[src/rtl/tmr_pkg.sv]
package tmr_pkg;
  typedef enum logic {
    TRG_SW = 1'b0,
    TRG_HW = 1'b1
  } trg_mode_e;
endpackage

[src/rtl/tmr_wr_asm.sv]
module tmr_wr_asm #(
  parameter int unsigned CNT_W  = 16,
  parameter int unsigned BYTE_W = 8
) (
  input  logic              clk_i,
  input  logic              rst_ni,
  input  logic              clr_i,
  input  logic              wr_i,
  input  logic [BYTE_W-1:0] byte_i,
  output logic [CNT_W-1:0]  init_o,
  output logic              done_o,
  output logic              vld_o
);
  localparam int unsigned NB = CNT_W / BYTE_W;
  localparam int unsigned PW = (NB > 1) ? $clog2(NB) : 1;
  localparam int unsigned NS = (NB > 1) ? NB - 1 : 1;

  logic [PW-1:0]     ptr_q;
  logic [BYTE_W-1:0] stage_q [NS];
  logic [CNT_W-1:0]  init_q, init_nxt;
  logic              vld_q;

  assign done_o = wr_i && !clr_i && (ptr_q == PW'(NB - 1));

  always_ff @(posedge clk_i or negedge rst_ni) begin
    if (!rst_ni)    ptr_q <= '0;
    else if (clr_i) ptr_q <= '0;
    else if (wr_i)  ptr_q <= (ptr_q == PW'(NB - 1)) ? '0 : ptr_q + 1'b1;
  end

  // staging for all bytes but the last
  for (genvar b = 0; b < NB - 1; b++) begin : g_stage
    always_ff @(posedge clk_i or negedge rst_ni) begin
      if (!rst_ni)                                 stage_q[b] <= '0;
      else if (wr_i && !clr_i && ptr_q == PW'(b))  stage_q[b] <= byte_i;
    end
  end

  always_comb begin
    for (int b = 0; b < NB; b++) begin
      if (b == NB - 1) init_nxt[b*BYTE_W +: BYTE_W] = byte_i;
      else             init_nxt[b*BYTE_W +: BYTE_W] = stage_q[b];
    end
  end

  always_ff @(posedge clk_i or negedge rst_ni) begin
    if (!rst_ni) begin
      init_q <= '0;
      vld_q  <= 1'b0;
    end else if (clr_i) begin
      vld_q  <= 1'b0;
    end else if (done_o) begin
      init_q <= init_nxt;
      vld_q  <= 1'b1;
    end
  end

  assign init_o = init_q;
  assign vld_o  = vld_q;
endmodule

[src/rtl/tmr_trig.sv]
module tmr_trig
  import tmr_pkg::*;
(
  input  logic      clk_i,
  input  logic      rst_ni,
  input  logic      clr_i,
  input  trg_mode_e mode_i,
  input  logic      gate_i,
  input  logic      done_i,
  input  logic      vld_i,
  output logic      ld_o
);
  logic gate_q, pend_q, rise;

  assign rise = gate_i && !gate_q;

  always_ff @(posedge clk_i or negedge rst_ni) begin
    if (!rst_ni) gate_q <= 1'b0;
    else         gate_q <= gate_i;
  end

  // load request lands one edge after the start event
  always_ff @(posedge clk_i or negedge rst_ni) begin
    if (!rst_ni)               pend_q <= 1'b0;
    else if (clr_i)            pend_q <= 1'b0;
    else if (mode_i == TRG_HW) pend_q <= rise && (vld_i || done_i);
    else                       pend_q <= done_i;
  end

  assign ld_o = pend_q;
endmodule

[src/rtl/tmr_cnt.sv]
module tmr_cnt #(
  parameter int unsigned CNT_W = 16
) (
  input  logic             clk_i,
  input  logic             rst_ni,
  input  logic             clr_i,
  input  logic             ld_i,
  input  logic [CNT_W-1:0] init_i,
  input  logic             en_i,
  output logic [CNT_W-1:0] cnt_o,
  output logic             run_o,
  output logic             strb_o
);
  logic [CNT_W-1:0] cnt_q;
  logic             run_q, armed_q, strb_q;

  always_ff @(posedge clk_i or negedge rst_ni) begin
    if (!rst_ni) begin
      cnt_q   <= '0;
      run_q   <= 1'b0;
      armed_q <= 1'b0;
      strb_q  <= 1'b0;
    end else if (clr_i) begin
      run_q   <= 1'b0;
      armed_q <= 1'b0;
      strb_q  <= 1'b0;
    end else begin
      strb_q <= 1'b0;
      if (ld_i) begin
        cnt_q   <= init_i;
        run_q   <= 1'b1;
        armed_q <= 1'b1;
      end else if (run_q && en_i) begin
        cnt_q <= cnt_q - 1'b1;
        if (armed_q && cnt_q == CNT_W'(1)) begin
          strb_q  <= 1'b1;
          armed_q <= 1'b0;
        end
      end
    end
  end

  assign cnt_o  = cnt_q;
  assign run_o  = run_q;
  assign strb_o = strb_q;
endmodule

[src/rtl/tmr_strobe.sv]
module tmr_strobe
  import tmr_pkg::*;
#(
  parameter int unsigned CNT_W  = 16,
  parameter int unsigned BYTE_W = 8
) (
  input  logic              clk_i,
  input  logic              rst_ni,
  input  logic              ctrl_wr_i,
  input  logic              mode_i,
  input  logic              cnt_wr_i,
  input  logic [BYTE_W-1:0] cnt_byte_i,
  input  logic              gate_i,
  output logic              out_o
);
  trg_mode_e        mode_q;
  logic             mode_hw, wr_done, cnt_vld, ld, run, strb;
  logic [CNT_W-1:0] init_cnt, cnt;

  always_ff @(posedge clk_i or negedge rst_ni) begin
    if (!rst_ni)        mode_q <= TRG_SW;
    else if (ctrl_wr_i) mode_q <= trg_mode_e'(mode_i);
  end

  assign mode_hw = (mode_q == TRG_HW);

  tmr_wr_asm #(.CNT_W(CNT_W), .BYTE_W(BYTE_W)) u_wr (
    .clk_i  (clk_i),
    .rst_ni (rst_ni),
    .clr_i  (ctrl_wr_i),
    .wr_i   (cnt_wr_i),
    .byte_i (cnt_byte_i),
    .init_o (init_cnt),
    .done_o (wr_done),
    .vld_o  (cnt_vld)
  );

  tmr_trig u_trig (
    .clk_i  (clk_i),
    .rst_ni (rst_ni),
    .clr_i  (ctrl_wr_i),
    .mode_i (mode_q),
    .gate_i (gate_i),
    .done_i (wr_done),
    .vld_i  (cnt_vld),
    .ld_o   (ld)
  );

  tmr_cnt #(.CNT_W(CNT_W)) u_cnt (
    .clk_i  (clk_i),
    .rst_ni (rst_ni),
    .clr_i  (ctrl_wr_i),
    .ld_i   (ld),
    .init_i (init_cnt),
    .en_i   (mode_hw || gate_i),
    .cnt_o  (cnt),
    .run_o  (run),
    .strb_o (strb)
  );

  // control write forces the idle level without waiting for a clock
  assign out_o = !(strb && !ctrl_wr_i);
endmodule

[config.mk]
export PLATFORM = sky130hd
export DESIGN_NAME = tmr_strobe
export DESIGN_NICKNAME = d
export VERILOG_FILES = /design/src/rtl/tmr_pkg.sv /design/src/rtl/tmr_wr_asm.sv /design/src/rtl/tmr_trig.sv /design/src/rtl/tmr_cnt.sv /design/src/rtl/tmr_strobe.sv
export SDC_FILE = /design/constraint.sdc
export NUM_CORES = 1
export LEC_CHECK = 0
export BUFFER_PORTS_ARGS = -buffer_cell sky130_fd_sc_hd__buf_4
export CAP_MARGIN = 20
export CORE_AREA = 2 2 91 93
export CTS_CLUSTER_SIZE = 8
export DETAILED_ROUTE_END_ITERATION = 8
export DIE_AREA = 0 0 93 95
export PLACE_DENSITY_LB_ADDON = 0.05
export SLEW_MARGIN = 5
export SYNTH_ARGS = -nofsm -noshare
export SYNTH_HDL_FRONTEND = slang
export SYNTH_HIERARCHICAL = 1
export SYNTH_SLANG_ARGS = --single-unit
[constraint.sdc]
create_clock -name clk_i -period 2.1 [get_ports clk_i]
set_input_delay 0.42 -clock clk_i [delete_from_list [all_inputs] [get_ports clk_i]]
set_output_delay 0.42 -clock clk_i [all_outputs]
set_load 0.1 [all_outputs]
==> results of run 1 <==
-- metal layers --
| layer | track usage, % | wire (microns) | vias up |
|---|---|---|---|
| met3 | 3.03 | 202 | 5 |
| met2 | 19.9 | 2480 | 24 |
| met1 | 19.1 | 2650 | 840 |
| li1 | - | - | 807 |
| met5 | 0 | 0 | - |
| met4 | 3.92 | 61 | 0 |
-- worst reg2reg max path, delay by kind of cell (launching register included) --
kind / cells / cell delay [ns]
buf+inv: 1 / 0.11
mux: 1 / 0.37
simple gates: 3 / 0.73
flops: 1 / 0.43
fa+ha+maj: 1 / 0.21
-- worst min-delay path by stage --
stage,startpoint,slack (ns),to
2_1_floorplan,rst_ni,0.12,mode_hw
3_3_place_gp,rst_ni,0.48,u_cnt/cnt_o[8]
3_5_place_dp,rst_ni,0.49,u_cnt/strb_o
4_1_cts,rst_ni,0.16,u_wr/init_o[3]
5_1_grt,rst_ni,0.17,mode_hw
6_report,rst_ni,0.13,u_cnt/cnt_o[11]
-- registers in the layout, summed over array words and instances (netlist names) --
register	count
u_wr/vld_o	1
u_cnt/armed_q	1
u_trig/ld_o	1
u_cnt/cnt_o	16
u_cnt/strb_o	1
u_trig/gate_q	1
u_cnt/run_o	1
u_wr/init_o	16
u_wr/stage_q	8
mode_hw	1
u_wr/ptr_q	1
-- cell families after synthesis --
kind of cell               after synthesis
adders and majority gates                2
xor gates and xnor gates                 1
muxes                                   27
and+or+nand+nor                         76
AOI/OAI and AO/OA                       39
DFF                                     48
buffers and inverters                   14
-- cells in the mapped netlist, drive strengths merged, types with 2 or more instances --
cell type	count	share of area (%)
inv	3	0.49
clkbuf	8	1.4
o2bb2ai	2	0.76
ha	2	1.1
o21ai	11	2.4
o21a	2	0.65
nand4	4	1.1
a211oi	2	0.86
nor4b	4	1.5
or2	2	0.54
mux2	26	13
nor2	21	3.4
nand3	6	1.3
nor3	11	2.4
nor4	6	1.9
buf	2	0.65
o22ai	3	0.81
or3	2	0.54
nand2	7	1.1
nor3b	2	1.1
a31oi	2	0.54
dfrtp	48	52
a22oi	2	0.65
or4	4	1.4
a21oi	6	1.3
nand2b	3	1.1
o22a	2	0.76
-- power breakdown --
group          internal, mW  switching, mW
registers              1.16          0.243
logic                 0.357          0.373
clock network         0.368          0.344
-- cell type report --
| cell class | count | area [sq um] | area share [%] |
|---|---|---|---|
| Sequential cell | 48 | 1200 | 45.1 |
| Multi-Input combinational cell | 145 | 1060 | 39.9 |
| Timing Repair Buffer | 18 | 135 | 5.07 |
| Tap cell | 105 | 131 | 4.93 |
| Clock buffer | 5 | 68.8 | 2.58 |
| Clock inverter | 3 | 50.0 | 1.88 |
| Inverter | 4 | 15.0 | 0.564 |
==> flow_metrics.tcl, run 1 <==
set metrics [dict create \
    setup_ws_ns 0.186 \
    final_cells 328 \
    dp_cells 320 \
    drv_slew 0 \
    cts_buffers 5 \
    path_clk_slew_ns 0.10 \
    grt_pass1_wl_microns 9000 \
    max_freq_mhz 522 \
    track_usage_pct 13.3 \
    synthesis.area_sq_mm 0.00232 \
    clock-sinks 48 \
    synth_compound_area_share_pct 11.5 \
    first_pass_iters 4 \
    startpoint "u_cnt/cnt_o[0]" \
    overflow 0 \
    wl_per_cell_microns 16.5 \
    path_cells "inv_1 > ha_1 > or3b_4 > nor4_2 > mux2_2 > nor2_1" \
    hold_viol_final 0 \
    synth_xor_area_share_pct 0.378 \
    synth-async-reset-ratio_pct 100 \
    end_kind "flop" \
    core_region_area_sq_mm 0.00793 \
    crit_path_start_kind "flop" \
    reg2reg_depth 6 \
    r2r-end "u_cnt/cnt_o[12]" \
    critPathArrivalTime_ns 2.15 \
    finalPower_mw 2.85 \
    htreeDepth 2 \
    fin_util_pct 33.6 \
    slowest_stage "dfrtp_1" \
    drt_iter0_drc 122 \
    cts_setup_buffers 0 \
    fp.dieH_microns 95 \
    fillCellCount 834 \
    ant_nets 0 \
    syn_avg_cell_area_sq_um 11.2 \
    cp_top_family "simple AND/OR/NAND/NOR gates" \
    post-route-min-period_ns 1.91 \
    rsz0062_at_grt "no" \
    final_cell_area_sq_mm 0.00266 \
    slowest_delay_ns 0.43 \
    io_buffers 14 \
    max_cap_violations 0 \
    yosys_register_bits 48 \
    finalSetupTns_ns 0 \
    area_growth_pct 15.0 \
    clock_skew_ns 0.00397 \
    power.density_mw_per_mm2 1070 \
    nNetsFinal 238 \
    ys_seq_area_share_pct 51.9 \
    cts_root_buffer "clkbuf_8" \
    irDropWorstVdd_mv 0.326 \
    hpwl_microns 3830 \
    post-place-ws_ns 0.0532 \
    synth_enable_flop_cells 0 \
    antenna_found_initial 0 \
    outcome "complete, no violations" \
    r2r_setup_slack_ns 0.19 \
    synth_top_family_by_area "simple AND/OR/NAND/NOR gates" \
    initial_core_util_pct 29.2 \
    final_common_cell "dfrtp_1" \
    final-setup-viol-count 0 \
    synth_nets 223 \
    grt_pass1_vias 1664 \
    drc_errors 0 \
    path_max_fanout 5 \
    rows 33 \
    hold-worst-slack_ns 0.125 \
    p_leak_nw 1.10 \
    criticalPathCategory "reg -> reg" \
    timing.final.crit_share_pct 91.2 \
    routed_wirelength_microns 5400 \
    final_cell_mix "dfrtp_1 (48), mux2_2 (25), nor2_1 (21)" \
    ys_warn_count 6 \
    hold_buffers 0 \
    ys_types 49 \
    grt_max_degree 49 \
    syn_inst 207 \
    crit_path_end "u_cnt/cnt_o[12]" \
    tightest_slew_ns 0.931 \
    cts_buffer_depth 2 \
    cp.depth 6 \
    vias 1676 \
    synthFlopType "dfrtp_1" \
    synth_simple_gate_area_share_pct 19.3 \
    dieArea_sq_mm 0.00884 \
    synth_fa_ha_area_share_pct 1.08 \
    clock_latency_ns 0.30 \
    rr_startpoint "u_cnt/cnt_o[0]" \
    synthMuxAreaShare_pct 13.2 \
    diodes 0 \
    cts_tree "built" \
    ios 15 \
    max-slew-margin-rel_pct 37.7 \
    hp-class "in -> async" \
    drive_above_1_share_pct 28.3 \
    postCtsResizedCells 0 \
    vias_per_cell 5.11 \
    die_w_microns 93 \
    worst_ep_required_time_ns 2.34 \
    gp_congestion 0.827 \
    dpl_cell_area_sq_mm 0.00254 \
    critical_path_buf_inv_count 1 \
]
(Power assumes the default switching activity.)
==> run 2, diff against run 1 <==
--- a/config.mk
+++ b/config.mk
@@ -5,12 +5,13 @@
 export SDC_FILE = /design/constraint.sdc
 export NUM_CORES = 1
 export LEC_CHECK = 0
+export ABC_AREA = 1
 export BUFFER_PORTS_ARGS = -buffer_cell sky130_fd_sc_hd__buf_4
 export CAP_MARGIN = 20
-export CORE_AREA = 2 2 91 93
+export CORE_AREA = 2 2 96 98
 export CTS_CLUSTER_SIZE = 8
 export DETAILED_ROUTE_END_ITERATION = 8
-export DIE_AREA = 0 0 93 95
+export DIE_AREA = 0 0 98 100
 export PLACE_DENSITY_LB_ADDON = 0.05
 export SLEW_MARGIN = 5
 export SYNTH_ARGS = -nofsm -noshare
==> run 2 against run 1 <==
Compared with the run above:
- fmax is 30% higher
- flip-flop and latch count did not move
- combinational power down 17%
- cell count grew 42%
- critical path type unchanged
- largest power group unchanged
- highest routed layer unchanged
==> flow_metrics.tcl, run 2 <==
set metrics [dict create \
    finalSetupTns_ns 0 \
    final_common_cell "nand2_1" \
    cts_setup_buffers 0 \
    ios 15 \
    hp-class "in -> async" \
    final_cell_mix "nand2_1 (120), dfrtp_1 (48), nor2_1 (36)" \
    criticalPathCategory "reg -> reg" \
    synth_top_area_share_pct 46.5 \
    ys_types 27 \
    vias 2104 \
    yosys.cell_count.top_type "nand2_1" \
    io_buffers 14 \
    synth-async-reset-ratio_pct 100 \
    hold-worst-slack_ns 0.116 \
    rsz0062_at_grt "no" \
    fin_util_pct 32.3 \
    htreeDepth 2 \
    irDropWorstVdd_mv 0.283 \
    area_growth_pct 11.1 \
    synthesis.area_sq_mm 0.00258 \
    path_clk_slew_ns 0.10 \
    cts_buffer_depth 2 \
    ys_seq_area_share_pct 46.5 \
    synth_nets 356 \
    antenna_found_initial 0 \
    power.density_mw_per_mm2 915 \
    synth_area_leaders "dfrtp_1 (46%), nand2_1 (17%), nand3_1 (5.2%), nor2_1 (5.2%), inv_1 (4.4%)" \
    syn_avg_cell_area_sq_um 7.60 \
    max_cap_violations 0 \
    post-place-ws_ns 0.476 \
    dp_cells 458 \
    end_kind "flop" \
    clock-sinks 48 \
    worst_ep_required_time_ns 2.31 \
    hold_buffers 0 \
    rr_startpoint "u_trig/ld_o" \
    grt_pass1_wl_microns 10900 \
    core_region_area_sq_mm 0.00889 \
    drv_slew 0 \
    r2r_setup_slack_ns 0.63 \
    path_cells "o21bai_2 > inv_1 > o21ai_1 > a21o_1" \
    tightest_slew_ns 0.635 \
    drive_above_1_share_pct 13.2 \
    slowest_delay_ns 0.67 \
    initial_core_util_pct 29.1 \
    wl_per_cell_microns 13.6 \
    die_w_microns 98 \
    path_max_fanout 15 \
    fp.dieH_microns 100 \
    clock_latency_ns 0.31 \
    syn_inst 340 \
    ant_nets 0 \
    yosys-top-cells-count "nand2_1 (120), dfrtp_1 (48), nor2_1 (36)" \
    max_freq_mhz 678 \
    diodes 0 \
    synth_enable_flop_cells 0 \
    hpwl_microns 4600 \
    reg2reg_depth 4 \
    critical_path_buf_inv_count 1 \
    rows 35 \
    r2r-end "u_cnt/cnt_o[2]" \
    dieArea_sq_mm 0.00980 \
    cts_buffers 5 \
    postCtsResizedCells 0 \
    vias_per_cell 4.52 \
    cp_top_family "flip-flops" \
    overflow 0 \
    grt_max_degree 49 \
    ys_warn_count 6 \
    nNetsFinal 370 \
    cts_root_buffer "clkbuf_8" \
    slowest_stage "dfrtp_1" \
    first_pass_iters 4 \
    grt_pass1_vias 2094 \
    drt_iter0_drc 100 \
    cts_tree "built" \
    critPathArrivalTime_ns 1.68 \
    p_leak_nw 1.49 \
    final-setup-viol-count 0 \
    yosys_register_bits 48 \
    gp_congestion 0.730 \
    hold_viol_final 0 \
    track_usage_pct 14.0 \
    drc_errors 0 \
    synthFlopType "dfrtp_1" \
    max-slew-margin-rel_pct 57.7 \
    crit_path_start_kind "flop" \
    clock_skew_ns 0.00927 \
    timing.final.crit_share_pct 70.2 \
    final_cells 466 \
    post-route-min-period_ns 1.47 \
    setup_ws_ns 0.626 \
    routed_wirelength_microns 6360 \
    outcome "complete, no violations" \
    synth_top_area_cell "dfrtp_1" \
    fillCellCount 993 \
]
-- run 2: changes by cell type after synthesis, moves of 5 or more --
cell,previous run,this run
nor4_1,5,0
nor2_1,21,36
buf_6,1,7
nand3_1,6,27
nor3_1,11,2
nand2_1,7,120
o21ai_1,0,5
nand4_1,4,17
mux2_2,25,0
nor2_2,0,6
inv_1,3,30
clkbuf_1,7,0
-- run 2: cell families after synthesis --
kind of cell,count (synthesis),synth area share [%]
AOI/OAI and AO/OA,25,5.42
DFF,48,46.5
adders and majority gates,2,0.968
buffers and inverters,47,9.54
and+or+nand+nor,218,37.6
-- run 2: worst max-delay path by stage --
stage / start / to / slack [ns] / cells after the start
5_1_grt: u_trig/ld_o / u_cnt/cnt_o[7] / 0.44 / 6
3_5_place_dp: gate_i / u_cnt/cnt_o[7] / 0.48 / 10
4_1_cts: u_trig/ld_o / u_cnt/cnt_o[2] / 0.58 / 4
6_report: u_trig/ld_o / u_cnt/cnt_o[2] / 0.63 / 4
2_1_floorplan: ctrl_wr_i / out_o / 0.59 / 2
3_3_place_gp: gate_i / u_cnt/cnt_o[7] / 0.49 / 10
-- run 2: where the power goes --
| part | internal [mW] | switching, mW | total [mW] |
|---|---|---|---|
| logic | 0.225 | 0.381 | 0.605 |
| registers | 1.13 | 0.184 | 1.31 |
| clock network | 0.360 | 0.351 | 0.711 |
| total | 1.71 | 0.916 | 2.63 |
-- run 2: routing by layer --
metal  GRT usage [%]  wire [microns]
met1            18.8            3200
met2            23.1            2920
met3            2.99             150
met4            3.95              82
met5               0               0
-- run 2: per-stage QoR --
step	power [mW]	instance area, sq um
floorplan	1.74	2580
global placement	1.94	2750
detailed placement	1.94	2750
CTS	2.67	2870
global route	2.82	2870
finish	2.63	2870
-- run 2: cell type report --
| class | instances | area [sq um] | area share, % |
|---|---|---|---|
| clock buffer | 5 | 68.8 | 2.40 |
| clock inverter | 3 | 47.5 | 1.66 |
| inverter | 34 | 128 | 4.45 |
| multi-input combinational | 245 | 1140 | 39.6 |
| sequential | 48 | 1200 | 41.8 |
| tap | 111 | 139 | 4.84 |
| timing repair buffer | 20 | 150 | 5.23 |
-- run 2: worst reg2reg max path, cell delays in order (launching register included) --
cell      delay [ns]
dfrtp_1         0.67
o21bai_2        0.16
inv_1           0.27
o21ai_1         0.11
a21o_1          0.16
==> run 3, diff against run 2 <==
==> constraint.sdc (replaced) <==
create_clock -name clk_i -period 1.5 [get_ports clk_i]
set_input_delay 0.3 -clock clk_i [delete_from_list [all_inputs] [get_ports clk_i]]
set_output_delay 0.3 -clock clk_i [all_outputs]
set_load 0.1 [all_outputs]
==> run 3 against run 2 <==
Compared with the run above:
- clock skew down 0.0041 ns
- cell count up 1.9%
- routed wire length up 0.71%
- flip-flop and latch count unchanged
- first-iteration DRC count up 22%
- global-route usage up 0.26 points
- largest power group unchanged
==> flow_metrics.tcl, run 3 (same netlist as run 2, synthesis figures left out) <==
set metrics [dict create \
    outcome "complete, no violations" \
    clock_skew_ns 0.00518 \
    core_region_area_sq_mm 0.00889 \
    r2r-end "u_cnt/cnt_o[6]" \
    diodes 0 \
    ios 15 \
    final_cell_area_sq_mm 0.00296 \
    path_clk_slew_ns 0.09 \
    track_usage_pct 14.3 \
    final-setup-viol-count 0 \
    path_max_fanout 3 \
    critical_path_buf_inv_count 2 \
    critPathArrivalTime_ns 1.62 \
    clock-sinks 48 \
    cp_top_family "flip-flops" \
    r2r_setup_slack_ns 0.13 \
    tightest_slew_ns 0.339 \
    final_cell_mix "nand2_1 (120), dfrtp_1 (48), nor2_1 (34)" \
    crit_path_end "u_cnt/cnt_o[6]" \
    max_cap_violations 0 \
    drc_errors 0 \
    fp.dieH_microns 100 \
    path_cells "inv_2 > ha_2 > buf_4 > nand3_1 > o21ai_0 > nand2_1 > nand2_1" \
    initial_core_util_pct 29.1 \
    max-slew-margin-rel_pct 77.4 \
    worst_ep_required_time_ns 1.74 \
    overflow 0 \
    grt_pass1_wl_microns 11100 \
    cts_tree "built" \
    drt_iter0_drc 122 \
    dieArea_sq_mm 0.00980 \
    grt_max_degree 26 \
    die_w_microns 98 \
    slowest_stage "dfrtp_1" \
    p_leak_nw 1.54 \
    max_freq_mhz 728 \
    end_kind "flop" \
    reg2reg_depth 7 \
    nNetsFinal 379 \
    criticalPathCategory "reg -> reg" \
    cts_buffer_depth 2 \
    power.density_mw_per_mm2 1210 \
    routed_wirelength_microns 6400 \
    vias 2138 \
    gp_congestion 0.772 \
    startpoint "u_cnt/cnt_o[1]" \
    slowest_delay_ns 0.41 \
    cts_buffers 5 \
    post-route-min-period_ns 1.37 \
    rr_startpoint "u_cnt/cnt_o[1]" \
    dpl_cell_area_sq_mm 0.00282 \
    irDropWorstVdd_mv 0.339 \
    finalPower_mw 3.59 \
    drv_slew 0 \
    htreeDepth 2 \
    io_buffers 14 \
    hp-class "in -> reg" \
    rsz0062_at_grt "no" \
    cpMostUsedCell "nand2_1" \
    crit_path_start_kind "flop" \
    hold_viol_final 0 \
    finalSetupTns_ns 0 \
    wl_per_cell_microns 13.5 \
    ant_nets 0 \
    vias_per_cell 4.50 \
    final_common_cell "nand2_1" \
    grt_pass1_vias 2164 \
    antenna_found_initial 0 \
    cts_root_buffer "clkbuf_8" \
    first_pass_iters 4 \
    clock_latency_ns 0.30 \
    timing.final.crit_share_pct 91.6 \
    area_growth_pct 14.4 \
    rows 35 \
    drive_above_1_share_pct 16.5 \
    fillCellCount 983 \
    hpwl_microns 4700 \
    cp.depth 7 \
]
[run 3: cell count changes in the layout (fill, tap and decap cells not counted), sizes merged]
cell         before  now
buf              20   28
bufinv            1    0
dlygate4sd3       0    1
clkinv            2    3
[run 3: worst min-delay path by stage]
stage               startpoint             end  slack, ns  depth (start not counted)
floorplan               rst_ni         mode_hw      0.004                          0
global placement        rst_ni  u_cnt/cnt_o[0]       0.24                          1
detailed placement      rst_ni  u_cnt/cnt_o[0]       0.24                          1
CTS                     gate_i   u_trig/gate_q       0.10                          1
global route            gate_i   u_trig/gate_q       0.09                          1
finish                  gate_i   u_trig/gate_q       0.11                          1
[run 3: cell type report]
cell class	count	area [sq um]	share of cell area (%)
sequential	48	1200	40.6
multi-input combinational	245	1160	39.3
timing repair buffer	29	236	8.00
tap	111	139	4.70
inverter	34	130	4.40
clock buffer	5	68.8	2.33
clock inverter	3	18.8	0.635
[run 3: where the power goes]
group	internal, mW	switching [mW]
Sequential	1.58	0.250
Clock	0.326	0.464
Combinational	0.392	0.581
[run 3: routing by layer]
metal  share of wire [%]  vias up  routed length (microns)  global-route usage [%]
met5                   0        -                        0                       0
met4                 1.8        0                      116                    4.49
met3                 3.6        8                      233                    2.79
met2                  46       33                     2920                    23.5
met1                  49      971                     3130                    19.1
li1                    -     1126                        -                       -
[run 3: through the flow]
stage / cells / worst slack (ns) / hold WS, ns / util [%]
floorplan: 340 / 0.216 / 0.00441 / -
global placement: 465 / 0.0371 / 0.238 / 31.7
detailed placement: 465 / -0.00810 / 0.235 / 31.7
CTS: 474 / 0.0515 / 0.103 / 32.8
global route: 475 / 0.00501 / 0.0924 / 33.2
finish: 475 / 0.126 / 0.113 / 33.2
[run 3: timing repair]
action / CTS / global route
hold buffers: 1 / 0
hold endpoints to repair: 23 / 0
endpoints found under the setup margin: 0 / 11
setup buffers: 0 / 1
gates resized for setup: 0 / 11
